===== src/rtl/tmr_wave_pkg.sv =====
package tmr_wave_pkg;

  localparam int unsigned NUM_TAPS = 4;
  localparam int unsigned SEL_W    = 3;
  localparam int unsigned NFLAG    = 4;
  localparam int unsigned MODE_W   = 12;
  localparam int unsigned ACTIVE_BIT = 8;

  localparam int unsigned FL_WRAP = 0;
  localparam int unsigned FL_RA   = 1;
  localparam int unsigned FL_RB   = 2;
  localparam int unsigned FL_RC   = 3;

  localparam logic [3:0] A_CTRL  = 4'd0;
  localparam logic [3:0] A_MODE  = 4'd1;
  localparam logic [3:0] A_RA    = 4'd2;
  localparam logic [3:0] A_RB    = 4'd3;
  localparam logic [3:0] A_RC    = 4'd4;
  localparam logic [3:0] A_CNT   = 4'd5;
  localparam logic [3:0] A_STAT  = 4'd6;
  localparam logic [3:0] A_IEN   = 4'd7;
  localparam logic [3:0] A_IDIS  = 4'd8;
  localparam logic [3:0] A_IMASK = 4'd9;

  localparam logic [1:0] CM_FREE  = 2'd0;
  localparam logic [1:0] CM_RCRST = 2'd1;

  typedef enum logic [1:0] {
    ACT_NONE = 2'd0,
    ACT_SET  = 2'd1,
    ACT_CLR  = 2'd2,
    ACT_TOG  = 2'd3
  } pin_act_e;

  typedef struct packed {
    logic [1:0]       rc_act;
    logic [1:0]       ra_act;
    logic [1:0]       trg_act;
    logic             stop_rc;
    logic [1:0]       cnt_mode;
    logic [SEL_W-1:0] clk_sel;
  } mode_t;

  function automatic logic apply_act(input logic cur, input logic [1:0] act);
    case (pin_act_e'(act))
      ACT_SET: return 1'b1;
      ACT_CLR: return 1'b0;
      ACT_TOG: return ~cur;
      default: return cur;
    endcase
  endfunction

endpackage


===== src/rtl/tmr_clk_select.sv =====
module tmr_clk_select
  import tmr_wave_pkg::*;
#(
  parameter int unsigned SYNC_STAGES = 2
) (
  input  logic             clk,
  input  logic             rst_n,
  input  logic             slow_clk,
  input  logic             ext_clk,
  input  logic [SEL_W-1:0] sel,
  output logic             tick
);

  localparam int unsigned PRESC_W = 2 * NUM_TAPS - 1;
  localparam int unsigned NUM_SRC = 2;

  logic [PRESC_W-1:0]  presc_q, presc_d;
  logic [NUM_TAPS-1:0] tap_tick;
  logic [NUM_SRC-1:0]  src_in;
  logic [NUM_SRC-1:0]  src_rise;

  assign presc_d = presc_q + 1'b1;

  always_ff @(posedge clk or negedge rst_n) begin
    if (!rst_n) presc_q <= '0;
    else        presc_q <= presc_d;
  end

  for (genvar k = 0; k < NUM_TAPS; k++) begin : g_tap
    assign tap_tick[k] = &presc_q[2*k:0];
  end

  assign src_in = {ext_clk, slow_clk};

  for (genvar s = 0; s < NUM_SRC; s++) begin : g_edge
    logic [SYNC_STAGES:0] sh_q, sh_d;
    assign sh_d = {sh_q[SYNC_STAGES-1:0], src_in[s]};
    always_ff @(posedge clk or negedge rst_n) begin
      if (!rst_n) sh_q <= '0;
      else        sh_q <= sh_d;
    end
    assign src_rise[s] = sh_q[SYNC_STAGES-1] & ~sh_q[SYNC_STAGES];
  end

  always_comb begin
    case (sel)
      3'd0, 3'd1, 3'd2, 3'd3: tick = tap_tick[sel[1:0]];
      3'd4:                   tick = src_rise[0];
      3'd5:                   tick = src_rise[1];
      default:                tick = 1'b0;
    endcase
  end

  // with an unchanged selection no two ticks are back to back
  assert_tick_single_R1: assert property (@(posedge clk) disable iff (!rst_n)
    tick |=> (!tick || sel != $past(sel)));

endmodule


===== src/rtl/tmr_count_core.sv =====
module tmr_count_core
  import tmr_wave_pkg::*;
#(
  parameter int unsigned CNT_W = 16
) (
  input  logic             clk,
  input  logic             rst_n,
  input  logic             tick,
  input  logic             en_req,
  input  logic             dis_req,
  input  logic             trig_req,
  input  logic [1:0]       cnt_mode,
  input  logic             stop_rc,
  input  logic [CNT_W-1:0] ra_val,
  input  logic [CNT_W-1:0] rb_val,
  input  logic [CNT_W-1:0] rc_val,
  output logic [CNT_W-1:0] cnt,
  output logic             active,
  output logic [NFLAG-1:0] events
);

  localparam logic [CNT_W-1:0] CNT_MAX = '1;

  logic [CNT_W-1:0] cnt_q, cnt_d;
  logic             active_q, active_d;
  logic             step, hit_ra, hit_rb, hit_rc, rc_wrap;

  always_comb begin
    step    = tick && active_q && !trig_req;
    hit_ra  = step && (cnt_q == ra_val);
    hit_rb  = step && (cnt_q == rb_val);
    hit_rc  = step && (cnt_q == rc_val);
    rc_wrap = hit_rc && (cnt_mode == CM_RCRST);

    events          = '0;
    events[FL_WRAP] = step && (cnt_q == CNT_MAX) && !rc_wrap;
    events[FL_RA]   = hit_ra;
    events[FL_RB]   = hit_rb;
    events[FL_RC]   = hit_rc;

    cnt_d = cnt_q;
    if (trig_req)     cnt_d = '0;
    else if (step)    cnt_d = rc_wrap ? '0 : cnt_q + 1'b1;

    active_d = active_q;
    if (dis_req)                active_d = 1'b0;
    else if (trig_req)          active_d = 1'b1;
    else if (stop_rc && hit_rc) active_d = 1'b0;
    else if (en_req)            active_d = 1'b1;
  end

  always_ff @(posedge clk or negedge rst_n) begin
    if (!rst_n) begin
      cnt_q    <= '0;
      active_q <= 1'b0;
    end else begin
      cnt_q    <= cnt_d;
      active_q <= active_d;
    end
  end

  assign cnt    = cnt_q;
  assign active = active_q;

  assert_rc_reset_R3: assert property (@(posedge clk) disable iff (!rst_n)
    (events[FL_RC] && cnt_mode == CM_RCRST) |=> (cnt_q == '0));

  assert_rc_stop_R4: assert property (@(posedge clk) disable iff (!rst_n)
    (events[FL_RC] && stop_rc && !dis_req) |=> !active_q);

  assert_idle_hold_R5: assert property (@(posedge clk) disable iff (!rst_n)
    (!active_q && !trig_req) |=> $stable(cnt_q));

  assert_wrap_zero_R2: assert property (@(posedge clk) disable iff (!rst_n)
    events[FL_WRAP] |=> (cnt_q == '0));

  assert_trig_start_R6: assert property (@(posedge clk) disable iff (!rst_n)
    (trig_req && !dis_req) |=> (active_q && cnt_q == '0));

endmodule


===== src/rtl/tmr_wave_out.sv =====
module tmr_wave_out
  import tmr_wave_pkg::*;
(
  input  logic       clk,
  input  logic       rst_n,
  input  logic       trig_req,
  input  logic       hit_ra,
  input  logic       hit_rc,
  input  logic [1:0] trg_act,
  input  logic [1:0] ra_act,
  input  logic [1:0] rc_act,
  output logic       wave
);

  logic wave_q, wave_d;

  always_comb begin
    wave_d = wave_q;
    if (trig_req)    wave_d = apply_act(wave_q, trg_act);
    else if (hit_rc) wave_d = apply_act(wave_q, rc_act);
    else if (hit_ra) wave_d = apply_act(wave_q, ra_act);
  end

  always_ff @(posedge clk or negedge rst_n) begin
    if (!rst_n) wave_q <= 1'b0;
    else        wave_q <= wave_d;
  end

  assign wave = wave_q;

  assert_trig_set_R7: assert property (@(posedge clk) disable iff (!rst_n)
    (trig_req && trg_act == ACT_SET) |=> wave_q);

  assert_rc_clear_R7: assert property (@(posedge clk) disable iff (!rst_n)
    (!trig_req && hit_rc && rc_act == ACT_CLR) |=> !wave_q);

endmodule


===== src/rtl/tmr_irq_ctrl.sv =====
module tmr_irq_ctrl
  import tmr_wave_pkg::*;
(
  input  logic             clk,
  input  logic             rst_n,
  input  logic [NFLAG-1:0] events,
  input  logic             rd_clr,
  input  logic             ien_we,
  input  logic             idis_we,
  input  logic [NFLAG-1:0] wbits,
  output logic [NFLAG-1:0] flags,
  output logic [NFLAG-1:0] mask,
  output logic             irq
);

  logic [NFLAG-1:0] flags_q, flags_d;
  logic [NFLAG-1:0] mask_q, mask_d;

  always_comb begin
    flags_d = (rd_clr ? '0 : flags_q) | events;
    mask_d  = mask_q;
    if (idis_we) mask_d = mask_d & ~wbits;
    if (ien_we)  mask_d = mask_d | wbits;
  end

  always_ff @(posedge clk or negedge rst_n) begin
    if (!rst_n) begin
      flags_q <= '0;
      mask_q  <= '0;
    end else begin
      flags_q <= flags_d;
      mask_q  <= mask_d;
    end
  end

  assign flags = flags_q;
  assign mask  = mask_q;
  assign irq   = |(flags_q & mask_q);

  assert_disable_all_R8: assert property (@(posedge clk) disable iff (!rst_n)
    (idis_we && !ien_we && (&wbits)) |=> (mask_q == '0));

  assert_read_clear_R9: assert property (@(posedge clk) disable iff (!rst_n)
    (rd_clr && events == '0) |=> (flags_q == '0));

  assert_sticky_R9: assert property (@(posedge clk) disable iff (!rst_n)
    (events != '0) |=> ((flags_q & $past(events)) == $past(events)));

endmodule


===== src/rtl/tmr_wave_chan.sv =====
module tmr_wave_chan
  import tmr_wave_pkg::*;
#(
  parameter int unsigned CNT_W  = 16,
  parameter int unsigned DATA_W = 32,
  parameter int unsigned ADDR_W = 4
) (
  input  logic              clk,
  input  logic              rst_n,
  input  logic              slow_clk,
  input  logic              ext_clk,
  input  logic              wr_en,
  input  logic              rd_en,
  input  logic [ADDR_W-1:0] addr,
  input  logic [DATA_W-1:0] wdata,
  output logic [DATA_W-1:0] rdata,
  output logic              wave_out,
  output logic              irq
);

  localparam int unsigned CTRL_EN  = 0;
  localparam int unsigned CTRL_DIS = 1;
  localparam int unsigned CTRL_TRG = 2;

  mode_t            mode_q, mode_d;
  logic [CNT_W-1:0] ra_q, ra_d, rb_q, rb_d, rc_q, rc_d;
  logic             we_ctrl, we_mode, we_ra, we_rb, we_rc, we_ien, we_idis, rd_clr;
  logic             en_req, dis_req, trig_req;
  logic             tick, active;
  logic [CNT_W-1:0] cnt;
  logic [NFLAG-1:0] events, flags, mask;

  always_comb begin
    we_ctrl = wr_en && (addr == ADDR_W'(A_CTRL));
    we_mode = wr_en && (addr == ADDR_W'(A_MODE));
    we_ra   = wr_en && (addr == ADDR_W'(A_RA));
    we_rb   = wr_en && (addr == ADDR_W'(A_RB));
    we_rc   = wr_en && (addr == ADDR_W'(A_RC));
    we_ien  = wr_en && (addr == ADDR_W'(A_IEN));
    we_idis = wr_en && (addr == ADDR_W'(A_IDIS));
    rd_clr  = rd_en && (addr == ADDR_W'(A_STAT));
    en_req   = we_ctrl && wdata[CTRL_EN];
    dis_req  = we_ctrl && wdata[CTRL_DIS];
    trig_req = we_ctrl && wdata[CTRL_TRG];
  end

  always_comb begin
    mode_d = we_mode ? mode_t'(wdata[MODE_W-1:0]) : mode_q;
    ra_d   = we_ra ? wdata[CNT_W-1:0] : ra_q;
    rb_d   = we_rb ? wdata[CNT_W-1:0] : rb_q;
    rc_d   = we_rc ? wdata[CNT_W-1:0] : rc_q;
  end

  always_ff @(posedge clk or negedge rst_n) begin
    if (!rst_n) begin
      mode_q <= '0;
      ra_q   <= '0;
      rb_q   <= '0;
      rc_q   <= '0;
    end else begin
      mode_q <= mode_d;
      ra_q   <= ra_d;
      rb_q   <= rb_d;
      rc_q   <= rc_d;
    end
  end

  tmr_clk_select u_clk_sel (
    .clk      (clk),
    .rst_n    (rst_n),
    .slow_clk (slow_clk),
    .ext_clk  (ext_clk),
    .sel      (mode_q.clk_sel),
    .tick     (tick)
  );

  tmr_count_core #(.CNT_W(CNT_W)) u_core (
    .clk      (clk),
    .rst_n    (rst_n),
    .tick     (tick),
    .en_req   (en_req),
    .dis_req  (dis_req),
    .trig_req (trig_req),
    .cnt_mode (mode_q.cnt_mode),
    .stop_rc  (mode_q.stop_rc),
    .ra_val   (ra_q),
    .rb_val   (rb_q),
    .rc_val   (rc_q),
    .cnt      (cnt),
    .active   (active),
    .events   (events)
  );

  tmr_wave_out u_wave (
    .clk      (clk),
    .rst_n    (rst_n),
    .trig_req (trig_req),
    .hit_ra   (events[FL_RA]),
    .hit_rc   (events[FL_RC]),
    .trg_act  (mode_q.trg_act),
    .ra_act   (mode_q.ra_act),
    .rc_act   (mode_q.rc_act),
    .wave     (wave_out)
  );

  tmr_irq_ctrl u_irq (
    .clk     (clk),
    .rst_n   (rst_n),
    .events  (events),
    .rd_clr  (rd_clr),
    .ien_we  (we_ien),
    .idis_we (we_idis),
    .wbits   (wdata[NFLAG-1:0]),
    .flags   (flags),
    .mask    (mask),
    .irq     (irq)
  );

  always_comb begin
    rdata = '0;
    if (rd_en) begin
      case (addr)
        ADDR_W'(A_MODE):  rdata[MODE_W-1:0] = mode_q;
        ADDR_W'(A_RA):    rdata[CNT_W-1:0]  = ra_q;
        ADDR_W'(A_RB):    rdata[CNT_W-1:0]  = rb_q;
        ADDR_W'(A_RC):    rdata[CNT_W-1:0]  = rc_q;
        ADDR_W'(A_CNT):   rdata[CNT_W-1:0]  = cnt;
        ADDR_W'(A_STAT): begin
          rdata[NFLAG-1:0]  = flags;
          rdata[ACTIVE_BIT] = active;
        end
        ADDR_W'(A_IMASK): rdata[NFLAG-1:0]  = mask;
        default:          rdata = '0;
      endcase
    end
  end

  // a pending enabled flag drives the interrupt line
  assert_irq_pending_R10: assert property (@(posedge clk) disable iff (!rst_n)
    ((flags & mask) != '0) |-> irq);

endmodule


===== config.mk =====
export PLATFORM = sky130hd
export DESIGN_NAME = tmr_wave_chan
export DESIGN_NICKNAME = d
export VERILOG_FILES = /design/src/rtl/tmr_wave_pkg.sv /design/src/rtl/tmr_clk_select.sv /design/src/rtl/tmr_count_core.sv /design/src/rtl/tmr_wave_out.sv /design/src/rtl/tmr_irq_ctrl.sv /design/src/rtl/tmr_wave_chan.sv
export SDC_FILE = /design/constraint.sdc
export NUM_CORES = 1
export LEC_CHECK = 0
export ABC_AREA = 1
export ABC_CLOCK_PERIOD_IN_PS = 1900
export BUFFER_PORTS_ARGS = -buffer_cell sky130_fd_sc_hd__clkbuf_2
export CORE_ASPECT_RATIO = 1.1
export CORE_MARGIN = 3
export CORE_UTILIZATION = 52
export DETAILED_ROUTE_END_ITERATION = 16
export PLACE_DENSITY = 0.73
export SLEW_MARGIN = 0
export SYNTH_ARGS = -nofsm -noshare
export SYNTH_HDL_FRONTEND = slang
export SYNTH_SLANG_ARGS = --single-unit

===== constraint.sdc =====
create_clock -name clk -period 1.9 [get_ports clk]
set_clock_uncertainty 0.05 [all_clocks]
set_input_delay 0.095 -clock clk [delete_from_list [all_inputs] [get_ports clk]]
set_output_delay 0.095 -clock clk [all_outputs]
set_load 0.05 [all_outputs]

# Word level (Yosys, flattened, before mapping)
# Cells that the tools add are included.
classes:
  n_lt_le_gt_ge: 1
  reduce_logical: 34
  bitwise_logic: 10
  n_mux: 25
  add_sub_neg: 2
  eq_ne: 30
ops:
  columns: ["operator", "n"]
  rows:
  - ["16-bit two-way mux", 4]
  - ["16-bit equality test", 3]
  - ["4-bit one-hot mux with 7 select lines", 1]
  - ["1-bit logical AND", 20]
  - ["4-bit one-hot mux with 5 select lines", 1]
  - ["16-bit by 1-bit adder with 16-bit output, second input constant", 1]
  - ["16-bit equality test, second input constant", 1]
  - ["4-bit by 3-bit equality test with 1-bit output, second input constant", 4]
  - ["4-bit one-hot mux with 4 select lines", 1]
  - ["3-bit one-hot mux with 5 select lines", 1]
  - ["2-bit equality test, second input constant", 6]
  - ["4-bit two-way mux", 3]
  - ["1-bit one-hot mux with 3 select lines", 4]
  - ["4-bit AND", 2]
  - ["2-bit by 1-bit equality test with 1-bit output, second input constant", 4]
  - ["4-bit by 2-bit equality test with 1-bit output, second input constant", 2]
  - ["4-bit equality test, second input constant", 2]
  - ["1-bit two-way mux", 8]
  - ["4-bit bitwise OR", 2]
  - ["4-bit OR reduction", 2]
  - ["7-bit by 1-bit adder with 7-bit output, second input constant", 1]
  - ["7-bit AND reduction", 1]
  - ["3-bit by 2-bit equality test with 1-bit output, second input constant", 2]
  - ["3-bit equality test, second input constant", 2]
  - ["other kinds (20)", 24]
totals:
  wordCells: 119
  ff_bits: 99
  in_bits: 42
  out_inout_bits: 34

# Logic depth before layout (Yosys ltp)
# Gate-level depths: netlist of the first run.
depth:
  word_depth: 11
  mapped_depth: 16
  ltp_nobuf: 16

# Cells and area by module
# Synthesis of the first run repeated with hierarchy kept, for this count alone.
hier_totals:
  hier_cells: 839
  hier_area_um2: 6162.2
by_module_without_submodules:
  columns: ["mod", "n_inst", "cells_each", "area_per_inst_um2"]
  rows:
  - ["tmr_wave_chan", 1, 430, 3203.1]
  - ["tmr_count_core", 1, 301, 2000.7]
  - ["tmr_clk_select", 1, 51, 523.0]
  - ["tmr_irq_ctrl", 1, 41, 339.1]
  - ["tmr_wave_out", 1, 16, 96.3]

# Least setup slack after synthesis of the first run
# OpenSTA, ideal clock, no wires.
synth_timing:
  kind: "input port to output port"
  from: "in addr[3]"
  to: "out rdata[8]"
  t_arrival_ns: 1.806
  required_ns: 1.755
  slack_ns: -0.051
  stages: 6
  cell_sequence: "nor2_1 -> inv_1 -> nor2_1 -> buf_2 -> nand2_1 -> a31oi_1"
synth_via:
  elab_chain_cells: 3
  elab_cells_between_ends: 8
  classes_between: "eq/ne (6); mux (2)"
synth_lines:
  columns: ["element", "line_no", "text"]
  rows:
  - ["from (decl)", "tmr_wave_chan.sv:14", "input logic [ADDR_W-1:0] addr,"]
  - ["4-bit by 3-bit equality test with 1-bit output (tied with other cells)", "tmr_wave_chan.sv:122", "case (addr)"]
  - ["1-bit one-hot mux with 6 select lines *", "tmr_wave_chan.sv:122", null]
  - ["16-bit two-way mux *", "tmr_wave_chan.sv:121", "if (rd_en) begin"]
  - ["to (decl)", "tmr_wave_chan.sv:16", "output logic [DATA_W-1:0] rdata,"]
# Mark *: on every way between the ends. The rest lies on a longest branch, timed or not.

# Worst setup path after layout of the first run
layout_timing:
  from: "reg u_clk_sel.presc_q[1]"
  to: "reg u_core.cnt_q[1], in the netlist u_core.cnt[1]"
layout_via:
  elab_chain_cells: 11
  elab_cells_between_ends: 14
  classes_between: "mux (6); reduce/logical (8)"
layout_lines:
  columns: ["element", "line_no", "text"]
  rows:
  - ["from (decl)", "tmr_clk_select.sv:17", "logic [PRESC_W-1:0] presc_q, presc_d;"]
  - ["from (signal assigned)", "tmr_clk_select.sv:26", "else presc_q <= presc_d;"]
  - ["7-bit AND reduction (tied with other cells)", "tmr_clk_select.sv:30", "assign tap_tick[k] = &presc_q[2*k:0];"]
  - ["1-bit binary-select mux with 2-bit select *", "tmr_clk_select.sv:47", "3'd0, 3'd1, 3'd2, 3'd3: tick = tap_tick[sel[1:0]];"]
  - ["1-bit two-way mux (implied by the code) *", "tmr_clk_select.sv:47", null]
  - ["1-bit one-hot mux with 3 select lines *", "tmr_clk_select.sv:46", "case (sel)"]
  - ["1-bit logical AND * (2 in a row)", "tmr_count_core.sv:29", "step = tick && active_q && !trig_req;"]
  - ["1-bit logical AND", "tmr_count_core.sv:32", "hit_rc = step && (cnt_q == rc_val);"]
  - ["1-bit logical AND", "tmr_count_core.sv:33", "rc_wrap = hit_rc && (cnt_mode == CM_RCRST);"]
  - ["16-bit two-way mux (2 in a row)", "tmr_count_core.sv:43", "else if (step) cnt_d = rc_wrap ? '0 : cnt_q + 1'b1;"]
  - ["16-bit two-way mux", "tmr_count_core.sv:42", "if (trig_req) cnt_d = '0;"]
  - ["to (signal assigned)", "tmr_count_core.sv:57", "cnt_q <= cnt_d;"]
  - ["to (decl)", "tmr_count_core.sv:24", "logic [CNT_W-1:0] cnt_q, cnt_d;"]
# Mark *: on every way between the ends. The rest lies on a longest branch, timed or not. The select of a mux whose other input is x is not followed.
# A chain may end at the register's enable or synchronous reset.

==> results.py, run 1 <==
metrics = {
    "sta": {
        "slew-limit-headroom_pct": 63.0,
        "finalWorstPathRequiredPeriod_ns": 2.04,
        "fin_crit_sh_pct": 107,
        "finalWorstSetupSlack_ns": -0.135,
        "report.final.hold_viol_count": 1,
        "worst_pin_slew_ns": 0.556,
        "timing.hold.ws_ns": -0.00251,
        "timing.fmax_ghz": 0.491,
        "grt_setup_unrepaired": "yes",
        "setup-violations-final": 19,
        "final-max-slew-violation-count": 0,
    },
    "logic_synthesis": {
        "synth-seq-area-share_pct": 44.3,
        "yosys-mux-area-fraction_pct": 0,
        "dominantRegCellSynth": "dfrtp_1",
        "synthArstFlopShare_pct": 100,
        "synth_compound_area_share_pct": 15.6,
        "netlist_area_sq_mm": 0.00559,
        "yosys.area_share.xor_xnor_pct": 6.73,
        "fraction_of_post_synthesis_cell_area_in_the_top_cell_type_by_area_pct": 44.3,
        "number_of_synthesized_flops_with_an_enable_pin": 0,
        "synthAdderAreaFrac_pct": 1.79,
        "synth_simple_gate_area_share_pct": 21.7,
        "postSynthCellCount": 695,
        "synth.lib_cells_used.distinct": 42,
        "synth.area.top_cells": "dfrtp_1, nand2_1, o21ai_0",
        "synth_top_family_by_area": "simple AND/OR/NAND/NOR gates",
        "postSynthRegisterBits": 99,
        "yosysWarnings": 0,
        "post_synth.cell_area_avg_sq_um": 8.05,
        "synth_area_leader_cell": "dfrtp_1",
    },
    "placement": {
        "gpl.final_weighted_congestion": 0.902,
        "preCtsSetupSlack_ns": -0.0885,
        "dp_cells": 888,
        "buffer_ports.inserted": 43,
        "detailed_place_hpwl_mm": 11.0,
    },
    "drt": {
        "dr_total_vias": 5109,
        "drt_first_iter_violations": 407,
        "routedWlPerCell_um": 17.2,
        "first_pass_iters": 5,
        "detail_route.vias_per_cell": 5.54,
        "antenna_left": 0,
        "remaining_drc_errors": 0,
        "drt-total-wl_mm": 15.9,
    },
    "cells_and_area": {
        "leading_cell_type_in_the_layout_fill_and_taps_excluded": "nand2_1",
        "final_nets": 825,
        "mostFrequentLayoutCells": "nand2_1, dfrtp_1, o21ai_0",
        "fin_cells": 922,
        "layout-drive-gt1-share_pct": 24.5,
        "n_antenna_cell": 0,
        "flow.area_growth_from_synthesis_pct": 27.5,
        "n_fill_cell": 846,
    },
    "die": {
        "die_width_um": 105,
        "floorplan.initialDensity_pct": 53.6,
        "fp-row-count": 39,
        "die_height_um": 115,
        "dieArea_sq_mm": 0.0120,
        "top_level_ports": 76,
        "core_region_area_sq_mm": 0.0104,
    },
    "global_route": {
        "vias_in_the_first_global_route": 5022,
        "grt_start_max_net_pins": 100,
        "grt_util_all_layers_pct": 26.6,
        "overflow": 0,
        "grt_first_pass_wirelength_mm": 25.0,
        "antenna_violations_before_repair": 0,
    },
    "worst_setup_path": {
        "cp_data_required_time_ns": 2.09,
        "kind_of_critical_path": "flop to flop",
        "timing.critical_path.from_type": "flop",
        "rr_startpoint": "u_clk_sel.presc_q[1]",
        "endpoint_of_the_worst_register_to_register_path": "u_core.cnt[1]",
        "setup.reg_to_reg.worst_slack_ns": -0.14,
        "setup.worst_path.end_class": "flop",
        "critPathCapture": "u_core.cnt[1]",
        "startpoint": "u_clk_sel.presc_q[1]",
        "worstPathArrival_ns": 2.22,
        "rr_worst_depth": 15,
        "critPathMaxFanout": 8,
    },
    "clocking": {
        "worst_skew_pair_latency_ns": 0.35,
        "cts_tree": "done",
        "clkSlewWorstSetupHoldPaths_ns": 0.07,
        "htree_num_levels": 3,
        "numClockSinks": 99,
        "cts-root-to-sink-buffers": 2,
        "cts_inserted_buffers": 9,
        "cts-root-buf": "clkbuf_16",
    },
    "outcome": {
        "result_of_the_run": "finished, violations left",
        "failed_checks": "hold timing, setup timing",
    },
    "power_and_ir_drop": {
        "total_leakage_power_nw": 3.31,
        "highest_ir_drop_seen_on_vdd_v": 0.000535,
        "pwr_density_cell_mw_per_mm2": 974,
    },
    "worst_hold_path": {
        "min-delay-start": "wdata[11]",
        "holdCritPathClass": "input port to flop",
    },
    "run": {
        "maxCapViolations": 0,
    },
}
final cells by class:
class	count	area, sq um	area share, %
clock buffers	12	236	3.32
clock inverters	3	40.0	0.562
inverters	82	338	4.74
multi-input cells	486	2900	40.7
flip-flops and latches	99	2480	34.8
well taps	143	179	2.51
repair buffers	97	948	13.3
per-layer routing:
layer	GRT usage, %	up-vias	share of wire (%)
li1	-	2393	-
met1	33.4	2469	41
met2	44.3	208	50
met3	3.93	39	6.4
met4	15.3	0	3.1
met5	0	-	0
cell families after synthesis:
logic type                 Yosys count
DFF                                 99
buffers and inverters              125
and+or+nand+nor                    267
AOI/OAI and AO/OA                  152
other                                1
adders and majority gates            8
xor gates and xnor gates            43
worst min-delay path by stage:
stage	endpoint	slack, ns	cells after the start
2_1_floorplan	asynchronous set/reset pin	-0.25	0
3_3_place_gp	ra_q[12]	0.14	2
3_5_place_dp	ra_q[12]	0.15	2
4_1_cts	mode_q[11]	0.0007	3
5_1_grt	mode_q[11]	0.03	3
6_report	mode_q[11]	-0.003	3
registers in the layout, summed over array words and instances, names as in the netlist, named ones only:
| signal | flops |
|---|---|
| u_core.active | 1 |
| u_irq.flags | 4 |
| rb_q | 16 |
| rc_q | 16 |
| u_core.cnt | 16 |
| u_clk_sel.presc_q | 7 |
| u_clk_sel.g_edge.sh_q | 6 |
| mode_q | 12 |
| u_wave.wave | 1 |
| ra_q | 16 |
critical path, cell delays in order, from the launching register on:
cell	delay, ns
dfrtp_1	0.39
ha_2	0.20
buf_4	0.14
ha_4	0.15
nand2_2	0.07
nand3_2	0.07
nand3_2	0.08
nand2_2	0.08
nand3_4	0.11
buf_12	0.13
clkinv_8	0.05
nand2_8	0.09
clkinv_8	0.09
buf_4	0.15
nand2_4	0.05
o21ai_2	0.05
cell usage after synthesis (2+ instances only):
cell       count
nand2_1      163
ha_1           8
clkinv_1       4
a2111oi_0      2
o21ai_0       90
nand2_2        2
o21ai_1        2
or2_2          4
inv_1         71
a221oi_1      12
nor2_1        51
a31oi_1        3
nor2_2         2
nand3_2        5
clkbuf_2       2
xnor2_1       13
nand3_1       20
clkbuf_1      12
o22ai_1       20
buf_4         18
nor2_4         5
buf_2         11
nand3_4        2
a21oi_1       16
dfrtp_1       99
xor2_1        30
nand4_1        4
o221ai_1       2
nor3_1         3
inv_2          7
metrics by stage:
step / util [%] / cell area (sq um) / total power (W) / hold WS (ns) / setup TNS (ns)
finish: 68.3 / 7130 / 0.00695 / -0.00251 / -1.20
detailed placement: 60.6 / 6330 / 0.00477 / 0.148 / -1.03
CTS: 65.4 / 6830 / 0.00663 / 0.000696 / -0.369
global placement: 60.6 / 6330 / 0.00469 / 0.141 / -0.00115
floorplan: - / 5660 / 0.00414 / -0.251 / 0
global route: 68.3 / 7130 / 0.00730 / 0.0323 / -4.38
power by group:
part / leakage [nW] / switching [W] / total (W) / internal (W)
logic: 1.93 / 0.00134 / 0.00226 / 0.000925
registers: 1.25 / 0.000421 / 0.00290 / 0.00248
clock network: 0.136 / 0.000772 / 0.00178 / 0.00101
total: 3.31 / 0.00253 / 0.00695 / 0.00442
timing repair:
item / 4_1_cts / 5_1_grt
gates resized for setup: 27 / 66
pin swaps: 2 / 19
endpoints found under the hold margin: 118 / 0
hold buffers: 9 / 0
endpoints found under the setup margin: 24 / 31
setup buffers: 4 / 8
No activity file was read; power rests on OpenSTA's default activity.
==> run 2: changes to the inputs <==
Settings changed: SKIP_CTS_REPAIR_TIMING from default to 1.
==> run 2 against run 1 <==
  * The flow still finishes with violations (hold timing, setup timing)
  * Total power down 3.7%
  * Sequential share of layout area up 1.6 points
  * First-iteration DRC count down 5.2%
  * Routed wire length down 2.5%
  * Clock power about the same
  * Count of clock-buffer cells in the layout unchanged
  * Highest routed layer unchanged
  * Global-route usage down 0.51 points
  * Setup slack better by 0.027 ns
  * Largest cell class unchanged
  * Design area down 4.5%
==> results.py, run 2 (same netlist as run 1, synthesis figures left out) <==
metrics = {
    "global_route": {
        "grt_util_all_layers_pct": 26.1,
        "grt_start_max_net_pins": 100,
        "vias_in_the_first_global_route": 4951,
        "busiest_metal_layer_after_global_routing": "met2",
        "gr-usage-met2_pct": 43.7,
        "grtUsageMet3_pct": 3.87,
        "antenna_violations_before_repair": 0,
        "grt_first_pass_wirelength_mm": 24.5,
        "gr-usage-met1_pct": 33.1,
        "overflow": 0,
    },
    "worst_setup_path": {
        "chain_of_cells_forming_the_critical_path": "ha_2, inv_2, nor2_4, ha_4, nor2_2, nor3_2, nand2_1, nand2_2, nand3_4, nor2_4, buf_4, buf_6, nand2_1, o221a_2",
        "critical-path-slowest-cell": "dfrtp_1",
        "worst_path_buf_inv": 3,
        "timing.critical_path.from_type": "flop",
        "endpoint_of_the_worst_register_to_register_path": "u_core.active",
        "rr_startpoint": "u_clk_sel.presc_q[0]",
        "setup.worst_path.end_class": "flop",
        "kind_of_critical_path": "flop to flop",
        "path_delay_family": "simple AND/OR/NAND/NOR gates",
        "setup.reg_to_reg.worst_slack_ns": -0.11,
        "critPathMaxFanout": 5,
        "cp_data_required_time_ns": 2.08,
        "rr_worst_depth": 14,
        "critical_path.max_stage_delay_ns": 0.36,
        "worstPathArrival_ns": 2.19,
    },
    "drt": {
        "routedWlPerCell_um": 16.9,
        "detail_route.vias_per_cell": 5.50,
        "dr_total_vias": 5024,
        "first_pass_iters": 5,
        "remaining_drc_errors": 0,
        "drt_first_iter_violations": 386,
        "antenna_left": 0,
        "drt-total-wl_mm": 15.5,
    },
    "clocking": {
        "clkSlewWorstSetupHoldPaths_ns": 0.07,
        "cts_tree": "done",
        "htree_num_levels": 3,
        "numClockSinks": 99,
        "cts-root-to-sink-buffers": 2,
        "cts_inserted_buffers": 9,
        "cts-root-buf": "clkbuf_16",
        "worst_skew_pair_latency_ns": 0.35,
    },
    "worst_hold_path": {
        "holdCritPathClass": "input port to flop",
        "hold_path_depth": 3,
        "min-delay-start": "wdata[15]",
        "worst_hold_path.endpoint": "ra_q[15]",
    },
    "die": {
        "die_height_um": 115,
        "die_width_um": 105,
        "fp-row-count": 39,
        "top_level_ports": 76,
        "core_region_area_sq_mm": 0.0104,
        "dieArea_sq_mm": 0.0120,
        "floorplan.initialDensity_pct": 53.6,
    },
    "placement": {
        "detailed_place_hpwl_mm": 11.0,
        "buffer_ports.inserted": 43,
        "gpl.final_weighted_congestion": 0.902,
        "post_dp_cell_area_sq_mm": 0.00633,
        "preCtsSetupSlack_ns": -0.0885,
    },
    "cells_and_area": {
        "layout-drive-gt1-share_pct": 20.6,
        "flow.area_growth_from_synthesis_pct": 21.7,
        "seqCellArea_sq_mm": 0.00248,
        "mostFrequentLayoutCells": "nand2_1, dfrtp_1, o21ai_0",
        "multi_input_area_sq_mm": 0.00273,
        "leading_cell_type_in_the_layout_fill_and_taps_excluded": "nand2_1",
        "n_antenna_cell": 0,
        "final_nets": 816,
        "postLayoutCoreUtil_pct": 65.2,
        "n_fill_cell": 908,
        "design_area_sq_mm": 0.00681,
    },
    "sta": {
        "report.final.hold_viol_count": 19,
        "worst_pin_slew_ns": 0.546,
        "timing.fmax_ghz": 0.498,
        "slew-limit-headroom_pct": 63.6,
        "setup-violations-final": 10,
        "timing.hold.ws_ns": -0.0269,
        "finalWorstSetupSlack_ns": -0.108,
        "fin_crit_sh_pct": 106,
        "final-max-slew-violation-count": 0,
        "finalWorstPathRequiredPeriod_ns": 2.01,
        "grt_setup_unrepaired": "yes",
    },
    "outcome": {
        "failed_checks": "hold timing, setup timing",
        "result_of_the_run": "finished, violations left",
    },
    "run": {
        "maxCapViolations": 0,
    },
    "power_and_ir_drop": {
        "highest_ir_drop_seen_on_vdd_v": 0.000518,
        "total_leakage_power_nw": 3.23,
        "pwr_density_cell_mw_per_mm2": 982,
    },
}
run 2: stage by stage:
step            TNS, ns  power, W  std cells
2_1_floorplan         0   0.00414        710
4_1_cts           -2.01   0.00654        903
5_1_grt           -3.23   0.00704        913
3_3_place_gp   -0.00115   0.00469        888
6_report         -0.312   0.00669        913
3_5_place_dp      -1.03   0.00477        888
run 2: cell type report:
type / instances / area share, %
multi-input cells: 486 / 40.0
repair buffers: 88 / 12.2
inverters: 82 / 4.63
well taps: 143 / 2.63
clock inverters: 3 / 0.588
clock buffers: 12 / 3.47
flip-flops and latches: 99 / 36.5
run 2: worst max path at each step:
stage	endpoint	slack, ns	start	depth (start not counted)
2_1_floorplan	rdata[10]	0.02	addr[3]	6
3_3_place_gp	u_core.cnt[13]	-0.001	u_clk_sel.presc_q[0]	16
3_5_place_dp	u_core.cnt[13]	-0.09	u_clk_sel.presc_q[0]	16
4_1_cts	rdata[2]	-0.18	u_core.cnt[2]	6
5_1_grt	u_wave.wave	-0.28	u_clk_sel.presc_q[1]	15
6_report	u_core.active	-0.11	u_clk_sel.presc_q[0]	14
run 2: where the power goes:
part / total, W / internal [W] / switching [W] / leakage, nW
Sequential: 0.00290 / 0.00248 / 0.000419 / 1.25
Combinational: 0.00200 / 0.000802 / 0.00120 / 1.84
Clock: 0.00179 / 0.00101 / 0.000775 / 0.136
run 2: per-layer routing:
metal  vias up  wire [um]
met5         -          0
met4         0        473
met3        36        912
met2       210       7530
met1      2398       6540
li1       2380          -
run 2: worst register-to-register path, delay by kind of cell (launching register included):
family          cells  cell delay (ns)
simple gates        8             0.78
flops               1             0.36
fa+ha+maj           2             0.33
buf+inv             3             0.26
compound gates      1             0.11
==> run 3: changes to the inputs <==
Settings changed: CAP_MARGIN from default to 5, CTS_BUF_LIST from default to sky130_fd_sc_hd__clkbuf_16.
==> run 3 against run 2 <==
  * The flow still finishes with violations (hold timing, setup timing)
  * Die area unchanged
  * Count of clock-buffer cells in the layout down 3
  * Worst hold slack better by 0.0050 ns
  * Design area about the same
  * Total power down 0.30%
  * Clock power about the same
  * Via count down 0.38%
  * Critical path depth unchanged
  * Largest cell class unchanged
==> results.py, run 3 (same netlist as run 1, synthesis figures left out) <==
metrics = {
    "outcome": {
        "result_of_the_run": "finished, violations left",
        "failed_checks": "hold timing, setup timing",
    },
    "power_and_ir_drop": {
        "total_leakage_power_nw": 3.24,
        "cell_internal_pwr_w": 0.00428,
        "total_power_w": 0.00667,
        "comb_power_share_pct": 30.0,
        "switching_share_pct": 35.8,
        "pwr_density_cell_mw_per_mm2": 979,
        "highest_ir_drop_seen_on_vdd_v": 0.000511,
        "seq_power_share_pct": 43.5,
        "p_sw_w": 0.00239,
        "power.clock.fraction_pct": 26.5,
    },
    "sta": {
        "timing.hold.ws_ns": -0.0220,
        "timing.setup.tns_ns": -0.267,
        "grt_setup_unrepaired": "yes",
        "worst_pin_slew_ns": 0.548,
        "finalWorstSetupSlack_ns": -0.0993,
        "fin_crit_sh_pct": 105,
        "report.final.hold_viol_count": 17,
        "timing.fmax_ghz": 0.500,
        "slew-limit-headroom_pct": 63.5,
        "finalWorstPathRequiredPeriod_ns": 2.00,
        "final-max-slew-violation-count": 0,
        "setup-violations-final": 9,
    },
    "clocking": {
        "numClockSinks": 99,
        "clkSlewWorstSetupHoldPaths_ns": 0.07,
        "cts_inserted_buffers": 9,
        "cts-root-to-sink-buffers": 2,
        "cts_tree": "done",
        "htree_num_levels": 3,
        "cts-root-buf": "clkbuf_16",
        "worst_skew_pair_latency_ns": 0.35,
    },
    "worst_hold_path": {
        "min-delay-start": "wdata[15]",
        "holdCritPathClass": "input port to flop",
    },
    "drt": {
        "remaining_drc_errors": 0,
        "routedWlPerCell_um": 16.8,
        "drt-total-wl_mm": 15.3,
        "drt_first_iter_violations": 366,
        "dr_total_vias": 5005,
        "first_pass_iters": 5,
        "detail_route.vias_per_cell": 5.48,
        "antenna_left": 0,
    },
    "worst_setup_path": {
        "rr_startpoint": "u_clk_sel.presc_q[0]",
        "kind_of_critical_path": "flop to flop",
        "worstPathArrival_ns": 2.18,
        "cp_data_required_time_ns": 2.08,
        "timing.critical_path.from_type": "flop",
        "startpoint": "u_clk_sel.presc_q[0]",
        "setup.worst_path.end_class": "flop",
        "critPathMaxFanout": 5,
    },
    "global_route": {
        "grt_first_pass_wirelength_mm": 24.5,
        "grt_start_max_net_pins": 100,
        "vias_in_the_first_global_route": 4951,
        "grt_util_all_layers_pct": 26.1,
        "antenna_violations_before_repair": 0,
        "overflow": 0,
    },
    "cells_and_area": {
        "layout-drive-gt1-share_pct": 20.8,
        "flow.area_growth_from_synthesis_pct": 21.7,
        "leading_cell_type_in_the_layout_fill_and_taps_excluded": "nand2_1",
        "n_antenna_cell": 0,
        "mostFrequentLayoutCells": "nand2_1, dfrtp_1, o21ai_0",
        "postLayoutCoreUtil_pct": 65.2,
        "fin_cells": 913,
        "final_nets": 816,
        "design_area_sq_mm": 0.00681,
    },
    "die": {
        "fp-row-count": 39,
        "dieArea_sq_mm": 0.0120,
        "core_region_area_sq_mm": 0.0104,
        "die_height_um": 115,
        "floorplan.initialDensity_pct": 53.6,
        "top_level_ports": 76,
        "die_width_um": 105,
    },
    "placement": {
        "gpl.final_weighted_congestion": 0.902,
        "dp_cells": 888,
        "detailed_place_hpwl_mm": 11.0,
        "post_dp_cell_area_sq_mm": 0.00633,
        "buffer_ports.inserted": 43,
    },
    "run": {
        "maxCapViolations": 0,
    },
}
run 3: final timing paths:
path / depth (start not counted) / endpoint / slack [ns]
max: 14 / u_core.active / -0.1
min: 3 / ra_q[15] / -0.02
max reg2reg: 14 / u_core.active / -0.1
min reg2reg: 0 / u_clk_sel.g_edge[0].sh_q[1] / 0.30
max in group asynchronous: 3 / mode_q[10] / 1.08
min in group asynchronous: 3 / ra_q[12] / 0.27
run 3: power groups by stage:
stage | logic [W] | clock network, W | registers [W]
after floorplan | 0.00134 | 0 | 0.00280
after global placement | 0.00180 | 0 | 0.00289
after detailed placement | 0.00186 | 0 | 0.00291
after CTS | 0.00187 | 0.00177 | 0.00288
after global routing | 0.00221 | 0.00187 | 0.00294
final | 0.00200 | 0.00177 | 0.00290
run 3: layer usage:
| metal | share of wire, % | GRT usage [%] | up-vias | wire, um |
|---|---|---|---|---|
| met1 | 42 | 33.1 | 2404 | 6510 |
| met5 | 0 | 0 | - | 0 |
| met3 | 5.8 | 3.87 | 37 | 890 |
| met4 | 3.1 | 13.5 | 0 | 475 |
| met2 | 49 | 43.7 | 187 | 7470 |
| li1 | - | - | 2377 | - |
run 3: cell type report:
class / count / area [sq um]
Clock buffer: 9 / 225
Clock inverter: 6 / 51.3
Fill cell: 907 / 3630
Inverter: 82 / 315
Multi-Input combinational cell: 486 / 2730
Sequential cell: 99 / 2480
Tap cell: 143 / 179
Timing Repair Buffer: 88 / 828
run 3: worst max-delay path, cell delays in order, from the launching register on:
cell     delay [ns]
dfrtp_1        0.36
ha_2           0.19
inv_2          0.05
nor2_4         0.10
ha_4           0.13
nor2_2         0.03
nor3_2         0.15
nand2_1        0.08
nand2_2        0.09
nand3_4        0.12
nor2_4         0.17
buf_4          0.13
buf_6          0.08
nand2_1        0.04
o221a_2        0.11
run 3: per-stage QoR:
stage,hold WS [ns],worst slack [ns]
final,-0.0220,-0.0993
after floorplan,-0.251,0.0202
after global routing,0.00165,-0.277
after CTS,-0.218,-0.184
after detailed placement,0.148,-0.0885
after global placement,0.141,-0.00115
